===== config.mk =====
export PLATFORM = sky130hd
export DESIGN_NAME = ext_operand_gen
export DESIGN_NICKNAME = d
export VERILOG_FILES = /design/src/rtl/ext_operand_pkg.sv /design/src/rtl/ext_raw_select.sv /design/src/rtl/ext_quick_decode.sv /design/src/rtl/ext_width_fit.sv /design/src/rtl/ext_operand_gen.sv
export SDC_FILE = /design/constraint.sdc
export NUM_CORES = 1
export LEC_CHECK = 0
export BUFFER_PORTS_ARGS = -buffer_cell sky130_fd_sc_hd__buf_2
export CAP_MARGIN = 15
export CORE_MARGIN = 4
export CORE_UTILIZATION = 45
export DETAILED_ROUTE_END_ITERATION = 6
export MAX_ROUTING_LAYER = met4
export PLACE_DENSITY = 0.89
export SLEW_MARGIN = 20
export SYNTH_ARGS = -nofsm -noshare
export SYNTH_HDL_FRONTEND = slang
export SYNTH_SLANG_ARGS = --single-unit

===== constraint.sdc =====
create_clock -name clk -period 0.8 [get_ports clk]
set_clock_uncertainty 0.05 [all_clocks]
set_input_delay 0 -clock clk [delete_from_list [all_inputs] [get_ports clk]]
set_output_delay 0 -clock clk [all_outputs]
set_load 0.05 [all_outputs]

===== src/rtl/ext_operand_pkg.sv =====
`timescale 1ns/1ps
package ext_operand_pkg;

  typedef enum logic [1:0] {
    EXT_NONE = 2'b00,
    EXT_H16  = 2'b01,
    EXT_W32  = 2'b10,
    EXT_D64  = 2'b11
  } ext_len_e;

  localparam int unsigned VAL_W   = 64;
  localparam int unsigned WORDS_W = 3;

  // number of 16-bit words carried by a length code
  function automatic logic [WORDS_W-1:0] words_for(input ext_len_e len);
    case (len)
      EXT_H16: return 3'd1;
      EXT_W32: return 3'd2;
      EXT_D64: return 3'd4;
      default: return 3'd0;
    endcase
  endfunction

  // integer operation width in bits for a size code
  function automatic int unsigned op_bits(input logic [1:0] sz);
    return 32'd8 << sz;
  endfunction

  // keep the low 'bits' bits and replicate the top kept bit upward
  function automatic logic [VAL_W-1:0] sext_from(input logic [VAL_W-1:0] v,
                                                 input int unsigned bits);
    case (bits)
      8:       return {{56{v[7]}},  v[7:0]};
      16:      return {{48{v[15]}}, v[15:0]};
      32:      return {{32{v[31]}}, v[31:0]};
      default: return v;
    endcase
  endfunction

endpackage


===== src/rtl/ext_raw_select.sv =====
`timescale 1ns/1ps
module ext_raw_select
  import ext_operand_pkg::*;
(
  input  logic [1:0]       ext_spec,
  input  logic [VAL_W-1:0] ext_raw,
  output logic [VAL_W-1:0] ext_val,
  output logic             ext_absent
);
  ext_len_e len;
  assign len = ext_len_e'(ext_spec);

  always_comb begin
    ext_absent = 1'b0;
    case (len)
      EXT_H16: ext_val = sext_from(ext_raw, 16);
      EXT_W32: ext_val = sext_from(ext_raw, 32);
      EXT_D64: ext_val = ext_raw;
      default: begin
        ext_val    = '0;
        ext_absent = 1'b1;
      end
    endcase
  end
endmodule


===== src/rtl/ext_quick_decode.sv =====
`timescale 1ns/1ps
module ext_quick_decode
  import ext_operand_pkg::*;
(
  input  logic             q4_present,
  input  logic [3:0]       q4_code,
  input  logic             q8_present,
  input  logic [7:0]       q8_code,
  output logic [VAL_W-1:0] quick_val
);
  logic [VAL_W-1:0] q4_val;
  logic [VAL_W-1:0] q8_val;

  // code 0000 stands for +8, the rest is plain two's complement
  assign q4_val = (q4_code == 4'b0000) ? 64'd8 : {{60{q4_code[3]}}, q4_code};
  assign q8_val = {{56{q8_code[7]}}, q8_code};

  always_comb begin
    if (q8_present)      quick_val = q8_val;
    else if (q4_present) quick_val = q4_val;
    else                 quick_val = '0;
  end
endmodule


===== src/rtl/ext_width_fit.sv =====
`timescale 1ns/1ps
module ext_width_fit
  import ext_operand_pkg::*;
#(
  parameter int unsigned PTR_W = 64
)(
  input  logic [VAL_W-1:0] src_val,
  input  logic             is_offset,
  input  logic [1:0]       op_size,
  output logic [VAL_W-1:0] fit_val
);
  logic [VAL_W-1:0] imm_fit;
  logic [VAL_W-1:0] off_fit;

  assign imm_fit = sext_from(src_val, op_bits(op_size));

  generate
    if (PTR_W == 32) begin : g_ptr32
      assign off_fit = {{32{src_val[31]}}, src_val[31:0]};
    end else begin : g_ptr64
      assign off_fit = src_val;
    end
  endgenerate

  assign fit_val = is_offset ? off_fit : imm_fit;
endmodule


===== src/rtl/ext_operand_gen.sv =====
`timescale 1ns/1ps
module ext_operand_gen
  import ext_operand_pkg::*;
#(
  parameter int unsigned PTR_W   = 64,
  parameter bit          REG_OUT = 1'b1
)(
  input  logic        clk,
  input  logic        rst_n,
  input  logic [1:0]  op_size,
  input  logic [1:0]  ext_spec,
  input  logic        is_offset,
  input  logic        q4_present,
  input  logic [3:0]  q4_code,
  input  logic        q8_present,
  input  logic [7:0]  q8_code,
  input  logic [63:0] ext_raw,
  output logic [63:0] value_o,
  output logic [2:0]  words_o
);
  // named internal events, visible to the bound checker
  logic [VAL_W-1:0]   ext_val;
  logic               ext_absent;
  logic [VAL_W-1:0]   quick_val;
  logic [VAL_W-1:0]   sel_value;
  logic [VAL_W-1:0]   fit_value;
  logic [WORDS_W-1:0] words_comb;

  ext_raw_select u_raw (
    .ext_spec   (ext_spec),
    .ext_raw    (ext_raw),
    .ext_val    (ext_val),
    .ext_absent (ext_absent)
  );

  ext_quick_decode u_quick (
    .q4_present (q4_present),
    .q4_code    (q4_code),
    .q8_present (q8_present),
    .q8_code    (q8_code),
    .quick_val  (quick_val)
  );

  assign sel_value  = ext_absent ? quick_val : ext_val;
  assign words_comb = words_for(ext_len_e'(ext_spec));

  ext_width_fit #(.PTR_W(PTR_W)) u_fit (
    .src_val   (sel_value),
    .is_offset (is_offset),
    .op_size   (op_size),
    .fit_val   (fit_value)
  );

  generate
    if (REG_OUT) begin : g_reg
      always_ff @(posedge clk or negedge rst_n) begin
        if (!rst_n) begin
          value_o <= '0;
          words_o <= '0;
        end else begin
          value_o <= fit_value;
          words_o <= words_comb;
        end
      end
    end else begin : g_comb
      assign value_o = fit_value;
      assign words_o = words_comb;
    end
  endgenerate
endmodule


==> reports/summary.md, run 1 <==
During synthesis, Yosys emitted a total of 0 warnings. Gates resized during post-CTS repair numbered 225. In this run the count of I/O pins placed on the die edge is 152.

The logs give 5871 µm for the HPWL after detailed placement and 0.4712 for the starting density of the core. The netlist uses 32 different library cells. The first error in the log reads "[ERROR DPL-0038] Utilization greater than 100%, impossible to legalize". The total nets after synthesis is 331. After synthesis, the mean cell area works out to 11.47 µm². The number of buffers inserted by port buffering was 151; the number of enable flip-flop cells after synthesis was 0. Synthesis produced a netlist whose cell count is 246.

The fraction of registers with async set or reset after synthesis works out to 1.000. The tools report the buffer cell driving the clock tree root as sky130_fd_sc_hd__clkbuf_8. Routability-driven placement finished with a final weighted congestion of 0.8023. Clock tree synthesis found a total of 67 sinks. The leading area contributor after synthesis was sky130_fd_sc_hd__dfrtp_1. Fraction of post-synthesis cell area in the top cell type by area: 0.5940. Buffers inserted to repair hold after CTS numbered 70.

Floorplan die width: 87.20 µm. The die span in y is 87.20 µm. Among all flip-flop cells after synthesis, the most frequent one is sky130_fd_sc_hd__dfrtp_1. The H-tree generated during clock tree synthesis spans 3 levels.

After synthesis, the cell types taking the most area are sky130_fd_sc_hd__dfrtp_1 (59%), sky130_fd_sc_hd__a22oi_1 (8.5%), sky130_fd_sc_hd__o211ai_1 (8.5%), sky130_fd_sc_hd__a21o_1 (4.3%), sky130_fd_sc_hd__buf_2 (3.2%). Once the clock tree was built, the setup fixing pass inserted 25 buffers. The cell total after placement came out at 477.

The flow did not finish. In this run the deepest clock path goes through 2 buffers. The floorplan has 28 rows. The stage where the run ended was clock tree synthesis. The part of the Yosys area used for sequential elements is 0.5940, and the total standard cell area after synthesis is 2823 µm². In this run, synthesis produced a sequential element count of 67.

In this run, CTS created clock tree buffers numbering 9.
-- synth_stat cells (2+ instances only) --
cell,count
sky130_fd_sc_hd__dfrtp_1,67
sky130_fd_sc_hd__a22oi_1,32
sky130_fd_sc_hd__o211ai_1,32
sky130_fd_sc_hd__buf_2,18
sky130_fd_sc_hd__nand2_1,17
sky130_fd_sc_hd__a21o_1,16
sky130_fd_sc_hd__a21oi_1,13
sky130_fd_sc_hd__nor2_1,9
sky130_fd_sc_hd__o21ai_0,7
sky130_fd_sc_hd__clkbuf_1,6
sky130_fd_sc_hd__nor2b_1,6
sky130_fd_sc_hd__a221oi_1,2
sky130_fd_sc_hd__and2_1,2
-- through the flow --
stage / util / TNS (ns) / area (µm²) / hold slack, ns / setup slack [ns]
floorplan: - / -12.90 / 2899 / -0.3456 / -0.2282
global placement: 0.6533 / -33.70 / 3914 / -0.1686 / -0.6598
detailed placement: 0.6533 / -38.07 / 3914 / -0.1665 / -0.8008
-- cell families after synthesis --
logic type | synth area share
flops | 0.5940
compound gates | 0.2824
buf+inv | 0.04787
mux | 0.003546
simple gates | 0.07225
==> run 2: changes to the inputs <==
--- a/config.mk
+++ b/config.mk
@@ -8,10 +8,9 @@
 export BUFFER_PORTS_ARGS = -buffer_cell sky130_fd_sc_hd__buf_2
 export CAP_MARGIN = 15
 export CORE_MARGIN = 4
-export CORE_UTILIZATION = 45
+export CORE_UTILIZATION = 40
 export DETAILED_ROUTE_END_ITERATION = 6
-export MAX_ROUTING_LAYER = met4
-export PLACE_DENSITY = 0.89
+export PLACE_DENSITY_LB_ADDON = 0.15
 export SLEW_MARGIN = 20
 export SYNTH_ARGS = -nofsm -noshare
 export SYNTH_HDL_FRONTEND = slang
==> run 2 against run 1 <==
Against the previous run: the flow now finishes, with violations (negative hold slack, negative setup slack); synthesized area unchanged; synthesized cell count unchanged.
==> reports/summary.md, run 2 <==
For this design the total switching power over the nets is 3.981 mW. Start-to-end type of the worst setup path: flop to output pin. The critical path capture point type was an output pin. The initial DRC count is 185. The most common cell in the synthesized netlist is sky130_fd_sc_hd__dfrtp_1.

Required arrival time at the worst endpoint: 0.75 ns. The count of buffer and inverter cells on the critical path works out to 1. VDD sags by at most 1.037 mV. The pre-antenna-repair detailed-routing pass consisted of 5 iterations.

In this run the clock root is driven by a sky130_fd_sc_hd__clkbuf_8. The logs give 68 for the pin count of the biggest net entering global routing and 0.2571 for the global-route usage over all layers. The number of flip-flops under the largest register name is 64, and the cell count after synthesis is 246 (unchanged). The run finished, with violations left.

The worst setup margin is -0.1619 ns, and the worst hold margin is -0.1147 ns. Count of nets left with antenna violations after detail routing: 0. The slowest cell on the critical path was sky130_fd_sc_hd__dfrtp_1. The tools report the detailed-route DRC error count as 0. Traced cell by cell, the critical path runs through buf_6. The final core utilization was 0.8408; the number of enable flip-flop cells after synthesis was 0 (unchanged).

The commonest cells after synthesis are sky130_fd_sc_hd__dfrtp_1 (67), sky130_fd_sc_hd__a22oi_1 (32), sky130_fd_sc_hd__o211ai_1 (32). For the area of the die, the log shows 8465 µm². Number of hold violations in the final report: 2. The via count of the first global-routing pass is 3,353, and the wire length per cell after detailed routing is 19.57 µm. The HPWL after detailed placement is 5511 µm (-6.1%). The mean post-synth cell area works out to 11.47 µm² (unchanged). The cell-internal power was 7.463 mW; the part of the Yosys area used for sequential elements was 0.5940 (unchanged). The starting density of the core was 0.4132 (-0.05799). The endpoint of the worst hold-timing path was value_o[1]. The fraction of registers with async set or reset after synthesis is 1.000 (unchanged).

TritonCTS built the clock tree. The die span in y came out at 92.01 µm (+5.5%). For this design the ratio of total power to cell area is 1992 nW/µm². The largest single stage delay on the critical path is 0.40 ns.

The number of max-cap violations was 0; the post-route minimum period was 0.9619 ns. The maximum fanout along the worst path is 1, and the total nets after synthesis is 331 (unchanged). The count of final setup violators is 124.

After floorplanning, the core was sized to cover 6832 µm². The floorplan die width was 92.01 µm (+5.5%). The number of warning messages in the yosys log came out at 0 (unchanged).

Depth of the CTS H-tree: 3 (unchanged). The source of the worst hold timing path was q8_code[1]. The run gives 0 as the total congestion overflow.

The switching part of the total power is 0.3479. The total length of routed wires was 11,700 µm; the worst slew margin relative to its limit was 0.7331. At the pin with the least slew margin, the transition time is 0.3996 ns. Across all layers, the routed design uses 3,155 vias. For this run, the top clock speed supported by timing is 1040 MHz.

In this run the static leakage power is 2.732 nW. The number of pins exceeding their max-slew limit in the final report came out at 0. STA classifies the critical path startpoint as a flop.

For the worst setup path, the data arrival time is 0.91 ns. For the maximum clock path buffer count, the log shows 2 (unchanged). The total number of clock tree sinks was 67 (unchanged); the average vias per placed instance was 5.276. The flop and latch count out of synthesis was 67 (unchanged); the net count reported at finish was 582. The sequential cell fraction of total power is 0.347, and the register clock-pin slew on the reported worst setup and hold paths is 0.07 ns. The area growth from synthesis to layout is 103.5%. The most common library cell in the layout ignoring fill and taps was sky130_fd_sc_hd__buf_6. The largest register by flop count was value_o.

Setup repair after global routing could not meet its margin everywhere. The checks that failed: negative hold slack, negative setup slack. The number of buffers inserted by port buffering was 151 (unchanged). For the combinational group share of total power, the log shows 0.369.

The I/O pin count came out at 152 (unchanged). The run gives 2823 µm² (unchanged) as the total standard cell area after synthesis. The cell family with the largest share of critical-path delay was flip-flops. The number of antenna diodes in the final layout is 0. The fraction of layout cells with a size suffix above 1 is 0.5060. Leading area contributor after synthesis: sky130_fd_sc_hd__dfrtp_1. In the layout the commonest cells are sky130_fd_sc_hd__buf_6 (83), sky130_fd_sc_hd__buf_2 (78), sky130_fd_sc_hd__dlygate4sd3_1 (71).

The global-route wire length before repair was 16,870 µm. The largest registers in the layout are value_o: 64 flops, words_o: 3 flops. The unique cell type count in the Yosys netlist was 32 (unchanged); the fraction of post-synthesis cell area in the top cell type by area was 0.5940 (unchanged). Number of buffers created by CTS: 9 (unchanged). The part of the cycle the worst path needs works out to 1.202.

The fraction of power consumed by the clock network is 0.284. The final weighted congestion of routability-driven global placement is 0.8248 (+2.8%), and the initial antenna violation count is 0. The kind of path behind the tightest hold check is primary input to flop. Along the worst hold path, the cell count comes to 3.

For the cell row count, the log shows 30 (+7.1%). After synthesis, the cell types taking the most area are sky130_fd_sc_hd__dfrtp_1 (59%), sky130_fd_sc_hd__a22oi_1 (8.5%), sky130_fd_sc_hd__o211ai_1 (8.5%), sky130_fd_sc_hd__a21o_1 (4.3%), sky130_fd_sc_hd__buf_2 (3.2%). Most instantiated flip-flop cell in the synthesis netlist: sky130_fd_sc_hd__dfrtp_1.
-- run 2: cell counts after synthesis --
Identical to the previous run, type by type.
-- run 2: routing by layer --
layer	vias up	track usage	routed length (µm)
met1	1561	0.2996	4389
met4	0	0.07921	212
met2	157	0.4519	6322
li1	1412	-	-
met3	25	0.07957	777
met5	-	0	0
-- run 2: kinds of logic (layout without fill, tap and decap cells) --
logic type | count (synthesis) | after routing | synth area share
muxes | 1 | 1 | 0.003546
AOI/OAI and AO/OA | 110 | 111 | 0.2824
buffers and inverters | 27 | 282 | 0.04787
and+or+nand+nor | 41 | 41 | 0.07225
DFF | 67 | 67 | 0.5940
-- run 2: repair_timing --
item / 4_1_cts / 5_1_grt
pin swaps: 6 / 9
hold endpoints to repair: 132 / 3
gates resized for setup: 159 / 58
hold buffers: 71 / 1
setup buffers: 12 / 6
endpoints found under the setup margin: 123 / 128
cloned: 2 / 2
-- run 2: power by group through the flow --
stage	clock network [mW]	logic [mW]	registers [mW]
finish	3.26	4.22	3.97
global route	3.44	4.40	4.01
CTS	3.25	3.93	3.96
detailed placement	0	3.07	3.92
global placement	0	3.04	3.91
floorplan	0	0.709	5.33
-- run 2: area by class of cell --
cell class	count	area, µm²
Tap cell	96	120.1
Fill cell	360	1087
Clock inverter	4	72.57
Multi-Input combinational cell	153	1267
Timing Repair Buffer	265	2449
Sequential cell	67	1677
Clock buffer	12	155.1
Inverter	1	3.754
-- run 2: how the worst max path moves through the flow --
| stage | startpoint | to | slack [ns] | depth (start not counted) |
|---|---|---|---|---|
| finish | value_o[22] | value_o[22] | -0.16 | 1 |
| global route | value_o[22] | value_o[22] | -0.19 | 1 |
| CTS | value_o[9] | value_o[9] | -0.16 | 1 |
| detailed placement | ext_spec[1] | value_o[30] | -0.56 | 3 |
| global placement | ext_spec[1] | value_o[24] | -0.52 | 3 |
| floorplan | ext_spec[1] | value_o[34] | -0.23 | 6 |
-- run 2: metrics by stage --
stage          setup slack (ns)  cell area [µm²]  total power, mW  TNS (ns)  std cells
6_report                -0.1619             5744            11.44    -11.57        598
5_1_grt                 -0.1890             5744            11.85    -15.28        598
4_1_cts                 -0.1643             5480            11.14    -9.561        594
3_5_place_dp            -0.5578             3925            6.991    -26.08        496
3_3_place_gp            -0.5192             3925            6.954    -24.69        496
2_1_floorplan           -0.2282             2899            6.042    -12.90        246
Power figures use the tool's default switching activity.
==> run 3: changes to the inputs <==
==> constraint.sdc (replaced) <==
create_clock -name clk -period 0.8 [get_ports clk]
set_clock_uncertainty 0.05 [all_clocks]
set_input_delay 0 -clock clk [delete_from_list [all_inputs] [get_ports clk]]
set_output_delay 0 -clock clk [all_outputs]
set_load 0.01 [all_outputs]
==> run 3 against run 2 <==
Against the previous run: the flow still finishes with violations (negative hold slack, negative setup slack); final cell count increased by 0.17%; largest cell class unchanged; sequential share of layout area rose by 1.7 points; combinational power shrank 39%; core utilization fell by 4.7 points; setup slack gained 0.048 ns; die area did not move; sequential power fell by 2%; via count shrank 4.0%; largest power group is now sequential cells; highest routed layer unchanged; design area shrank 5.6%.
==> reports/summary.md, run 3 (same netlist as run 2, synthesis figures left out) <==
TritonCTS built the clock tree. The logs give 167 (-9.7%) for the initial DRC count and 599 (+0.17%) for the number of non-filler instances in the completed layout. The final reports fail on negative hold slack, negative setup slack. The part of the cycle the worst path needs is 1.142 (-0.06013), and the register clock-pin slew on the reported worst setup and hold paths is 0.07 ns (about the same). The worst hold margin was -0.1051 ns (+0.009659 ns). The tools report the pin count of the biggest net entering global routing as 68 (unchanged). Buffer cell driving the clock tree root: sky130_fd_sc_hd__clkbuf_8.

The run gives 1094 MHz (+5.3%) as the highest achievable clock rate. The total non-filler cell area in the finished layout is 5424 µm² (-5.6%), and the number of max-cap violations is 0 (unchanged). The global-route wire length before repair was 15,220 µm (-9.8%). The switching part of the total power is 0.2706 (-0.07725).

The run finished, with violations left. The maximum clock path buffer count was 2 (unchanged). The wire length per cell after detailed routing is 17.34 µm (-11%), and the worst slew margin relative to its limit is 0.7538 (+0.02073). The required arrival time at the worst endpoint came out at 0.75 ns (about the same). Total number of clock tree sinks: 67 (unchanged).

The logs give 496 (unchanged) for the cell total after placement and 9.675 mW (-15%) for the final total power. The run gives 0.86 ns (-0.05 ns) as the arrival time at the worst endpoint. The leakage component of the power was 2.621 nW (-4.1%).

The initial antenna violation count is 0 (unchanged). The biggest cell delay along the critical path came out at 0.38 ns (-0.02 ns). The fraction of power consumed by the clock network is 0.333 (+0.049). The total congestion overflow was 0 (unchanged). The cell row count is 30 (unchanged).

Cell family with the largest share of critical-path delay: flip-flops. The placeable core area was 6832 µm² (unchanged); the detailed-route DRC error count was 0 (unchanged). The placed cell area was 3925 µm² (unchanged). The area of the die is 8465 µm² (unchanged), and the floorplan die width is 92.01 µm (unchanged).

The slew at the pin with the worst max-slew slack came out at 0.3685 ns (-0.03103 ns). The run gives 583 (+0.17%) as the net count reported at finish. The number of buffers inserted by port buffering was 151 (unchanged); the number of pins exceeding their max-slew limit in the final report was 0 (unchanged).

The worst setup margin is -0.1138 ns (+0.04811 ns). The final core utilization is 0.7940 (-0.04689), and the maximum fanout along the worst path is 1 (unchanged). The tools report the HPWL after detailed placement as 5511 µm (unchanged).

STA classifies the critical path endpoint as an output pin. The net switching power of the design is 2.618 mW (-34%). The power density of the placed cells is 1784 nW/µm² (-10%), and the antenna diode count is 0 (unchanged). The final weighted congestion of routability-driven global placement came out at 0.8248 (unchanged). The largest individual stage delay along the critical path comes from the cell sky130_fd_sc_hd__dfrtp_1. The largest registers in the layout are value_o: 64 flops, words_o: 3 flops.

The run gives 9 (unchanged) as the number of buffers created by CTS. Setup repair after global routing could not meet its margin everywhere. The number of flip-flops under the largest register name was 64 (unchanged). The depth of the CTS H-tree is 3 (unchanged).

The largest register by flop count was value_o. Cell-internal power: 7.057 mW (-5.4%). Die span in y: 92.01 µm (unchanged). The signal on the critical path passes through buf_2. The library cells used most frequently in the layout, excluding fill and tap cells, are sky130_fd_sc_hd__buf_2 (135), sky130_fd_sc_hd__dlygate4sd3_1 (72), sky130_fd_sc_hd__dfrtp_1 (67).

Post-route minimum period: 0.9138 ns (-0.04811 ns). The count of nets left with antenna violations after detail routing is 0 (unchanged), and the fraction of layout cells with a size suffix above 1 is 0.5249 (+0.01887). The run gives -0.5578 ns (unchanged) as the worst slack after detailed placement. The via count of the first global-routing pass is 3,183 (-5.1%).

The iteration count of the initial detailed-routing pass is 4 (-1), and the total negative setup slack is -7.894 ns (+3.678 ns). The setup path with the least slack is of type flop to output pin. The starting density of the core is 0.4132 (unchanged). The kind of path behind the tightest hold check is primary input to flop. From synthesis to final layout, the design area changed by 92.15%. The sequential cell fraction of total power was 0.401 (+0.054).

The average vias per placed instance is 5.058 (-4.1%). The run gives 0.2281 (-0.02896) as the global-route usage over all layers. The library cell used most frequently in the layout, excluding fill and tap cells, is sky130_fd_sc_hd__buf_2. Worst voltage drop across the vdd grid: 1.082 mV (+4.3%). The count of buffer and inverter cells on the critical path was 1 (unchanged). The total length of routed wires came out at 10,380 µm (-11%). The logs give 109 (-12%) for the count of final setup violators and 0.265 (-0.104) for the combinational group share of total power.

The tools report the I/O pin count as 152 (unchanged). The tools report the number of hold violations in the final report as 3 (+1). For the via count, the log shows 3,030 (-4.0%).

The worst setup path is launched from a flop.
[run 3: cell types whose count changed in the layout (fill, tap and decap cells not counted), sizes merged]
| cell | delta |
|---|---|
| dlygate4sd3 | +1 |
| clkbuf | +2 |
| dlymetal6s4s | -1 |
| buf | -1 |
[run 3: power groups by stage]
| stage | Clock [mW] | Sequential (mW) | Combinational (mW) |
|---|---|---|---|
| 2_1_floorplan | 0 | 4.15 | 0.709 |
| 3_3_place_gp | 0 | 3.91 | 1.83 |
| 3_5_place_dp | 0 | 3.92 | 1.86 |
| 4_1_cts | 3.25 | 3.86 | 2.24 |
| 5_1_grt | 3.42 | 3.92 | 2.76 |
| 6_report | 3.22 | 3.88 | 2.57 |
[run 3: final cells by class]
type / count / area [µm²]
Timing Repair Buffer: 266 / 2092
Clock inverter: 4 / 72.57
Inverter: 1 / 3.754
Clock buffer: 12 / 155.1
Multi-Input combinational cell: 153 / 1304
Fill cell: 422 / 1408
Tap cell: 96 / 120.1
Sequential cell: 67 / 1677
[run 3: worst paths after layout]
path,startpoint,to,slack (ns),depth (start not counted)
setup / recovery,value_o[61],value_o[61],-0.11,1
hold / removal,q8_code[0],value_o[0],-0.11,3
max in group asynchronous,rst_n,value_o[47],0.26,3
min in group asynchronous,rst_n,value_o[21],0.16,3
[run 3: routing by layer]
layer	vias up	wire [µm]	global-route usage
met2	118	5449	0.3942
met1	1484	4068	0.2686
met5	-	0	0
met3	10	762	0.08203
li1	1418	-	-
met4	0	103	0.06064
[run 3: repair_timing]
action	4_1_cts	5_1_grt
setup endpoints to repair	123	126
hold endpoints to repair	132	3
gates cloned	2	4
gates resized for setup	26	62
hold buffers	71	1
buffers inserted	12	2
pin swaps	6	8
==> run 4: changes to the inputs <==
--- a/config.mk
+++ b/config.mk
@@ -10,7 +10,7 @@
 export CORE_MARGIN = 4
 export CORE_UTILIZATION = 40
 export DETAILED_ROUTE_END_ITERATION = 6
-export PLACE_DENSITY_LB_ADDON = 0.15
+export PLACE_DENSITY_LB_ADDON = 0.25
 export SLEW_MARGIN = 20
 export SYNTH_ARGS = -nofsm -noshare
 export SYNTH_HDL_FRONTEND = slang
==> run 4 against run 3 <==
Against the previous run: the flow still finishes with violations (negative hold slack, negative setup slack); combinational power up 4%; flip-flop and latch count unchanged; clock power down 6.5%; critical path depth up 5; clock-buffer cell count down 1.
==> reports/summary.md, run 4 (same netlist as run 2, synthesis figures left out) <==
The number of flip-flops under the largest register name came out at 64 (unchanged). The required arrival time at the worst endpoint is 0.96 ns (+0.21 ns), and the floorplan die width is 92.01 µm (unchanged). The biggest cell delay along the critical path came out at 0.39 ns (about the same).

Largest register by flop count: value_o. The relative area change from synthesis to final layout is 96.06%. The pin count of the biggest net entering global routing was 68 (unchanged); the worst setup margin was -0.1432 ns (-0.02938 ns). The tools report the global-route wire length before repair as 16,860 µm (+11%). The logs give 9 (unchanged) for the number of buffers created by CTS and 0 (unchanged) for the detailed-route DRC error count. The worst slew margin relative to its limit is 0.5949 (-0.1588). The number of max-cap violations was 0 (unchanged). The run gives 3,367 (+5.8%) as the via count of the first global-routing pass. Critical path capture point type: a flop. The final core utilization came out at 0.8101 (+0.01612).

The final reports fail on negative hold slack, negative setup slack. The tools report the global-route usage over all layers as 0.2566 (+0.02847). The cell total after placement is 496 (unchanged), and the maximum clock path buffer count is 2 (unchanged).

For the total length of routed wires, the log shows 11,150 µm (+7.4%). Setup repair after global routing could not meet its margin everywhere. Number of hold violations in the final report: 2 (-1).

The largest individual stage delay along the critical path comes from the cell sky130_fd_sc_hd__or3_4. The tools report the area of the multi-input gates as 1286 µm² (-1.3%). TritonCTS built the clock tree. The layout filler cell count is 402 (-4.7%), and the initial antenna violation count is 0 (unchanged). The area taken by flip-flops and latches came out at 1677 µm² (unchanged). The count of final setup violators was 123 (+13%); the slew at the pin with the worst max-slew slack was 0.6049 ns (+0.2363 ns). The total number of clock tree sinks is 67 (unchanged), and the starting density of the core is 0.4132 (unchanged). For the number of non-filler instances in the completed layout, the log shows 603 (+0.67%). Wire length per cell after detailed routing: 18.50 µm (+6.7%).

The worst hold margin came out at -0.1233 ns (-0.01824 ns). The setup path with the least slack is of type primary input to flop. The I/O pin count is 152 (unchanged), and the worst voltage drop across the vdd grid is 1.094 mV (+1.2%).

The largest registers in the layout are value_o: 64 flops, words_o: 3 flops. The maximum fanout along the worst path is 8 (+7), and the leakage component of the power is 2.687 nW (+2.5%). CTS placed an instance of sky130_fd_sc_hd__clkbuf_8 at the clock tree root. The tightest min-delay check is of the primary input to flop type. The hold buffer count at cts was 71 (unchanged); the highest achievable clock rate was 1060 MHz (-3.1%). Broken down by cell family, the worst path's largest delay share belongs to simple AND/OR/NAND/NOR gates.

The tools report the number of pins exceeding their max-slew limit in the final report as 0 (unchanged). The placeable core area is 6832 µm² (unchanged), and the average vias per placed instance is 5.269 (+4.2%). The run gives 586 (+0.51%) as the net count reported at finish.

Leaving out fill and tap cells, the most frequent cell in the layout is sky130_fd_sc_hd__buf_2. The register clock-pin slew on the reported worst setup and hold paths was 0.07 ns (about the same). Die span in y: 92.01 µm (unchanged). The nature of the critical path startpoint is a primary input. The power density of the placed cells was 1730 nW/µm² (-3.0%); the total congestion overflow was 0 (unchanged).

The number of buffers inserted by port buffering was 151 (unchanged). The count of nets left with antenna violations after detail routing is 0 (unchanged), and the cell row count is 30 (unchanged). The part of the cycle the worst path needs came out at 1.179 (+0.03672). The final total power was 9.575 mW (-1.0%); the count of buffer and inverter cells on the critical path was 3 (+2). Walking the worst path, the cells encountered are buf_8, buf_6, or3_4, a211oi_4, buf_12, a21oi_2.

Fraction of layout cells with a size suffix above 1: 0.5158 (-0.009041). The HPWL after detailed placement was 5287 µm (-4.1%). The post-route minimum period is 0.9432 ns (+0.02938 ns), and the initial DRC count is 201 (+20%). Iteration count of the initial detailed-routing pass: 4 (unchanged). The depth of the CTS H-tree was 3 (unchanged). The flow ran to the end, but the final reports show violations. The arrival time at the worst endpoint was 1.11 ns (+0.25 ns); the via count was 3,177 (+4.9%). The logs give 0.8143 (-1.3%) for the final weighted congestion of routability-driven global placement and 8465 µm² (unchanged) for the area of the die. Leaving out fill and tap cells, the most frequent cells in the layout are sky130_fd_sc_hd__buf_2 (134), sky130_fd_sc_hd__dlygate4sd3_1 (70), sky130_fd_sc_hd__dfrtp_1 (67).
-- run 4: cell type report --
cell class | instances | share of cell area
antenna | 1 | 0.0004522
clock buffer | 11 | 0.02374
clock inverter | 5 | 0.01402
inverter | 1 | 0.0006783
multi-input combinational | 154 | 0.2324
sequential | 67 | 0.3030
tap | 96 | 0.02170
timing repair buffer | 268 | 0.4040
-- run 4: through the flow --
stage               setup TNS, ns  hold slack, ns  setup WS (ns)  cell area [µm²]
floorplan                  -12.90         -0.3456        -0.2282             2899
global placement           -37.63        -0.01217        -0.7206             3913
detailed placement         -39.30       -0.007064        -0.7639             3913
CTS                        -8.842         -0.1371        -0.1280             5331
global route               -13.84         -0.1067        -0.1604             5532
finish                     -10.14         -0.1233        -0.1432             5534
-- run 4: worst paths after layout --
check | from | endpoint | slack (ns) | depth (start not counted)
max | op_size[0] | value_o[15] | -0.14 | 6
min | q8_code[1] | value_o[1] | -0.12 | 3
max in group asynchronous | rst_n | value_o[2] | 0.24 | 3
min in group asynchronous | rst_n | value_o[44] | 0.15 | 3
-- run 4: layer usage --
metal  vias up  GRT usage  routed length, µm
met4         0     0.1002                309
met5         -          0                  0
met2       167     0.4672               6043
met3        30    0.05824                780
li1       1433          -                  -
met1      1547     0.2895               4019
-- run 4: where the power goes --
part / internal, mW / switching, mW / leakage, nW / total (mW)
Sequential: 3.77 / 0.119 / 0.806 / 3.88
Clock: 1.75 / 1.26 / 0.103 / 3.01
Combinational: 1.44 / 1.24 / 1.78 / 2.68
Total: 6.95 / 2.62 / 2.69 / 9.57
-- run 4: what timing repair did --
item,4_1_cts,5_1_grt
hold endpoints to repair,132,2
endpoints found under the setup margin,123,126
pin swaps,16,11
buffers inserted,9,4
resized for setup,57,33
cloned,7,1
-- run 4: worst min-delay path, cell delays in order --
cell                       delay, ns
sky130_fd_sc_hd__buf_2          0.08
sky130_fd_sc_hd__a221oi_1       0.07
sky130_fd_sc_hd__nor2_1         0.08
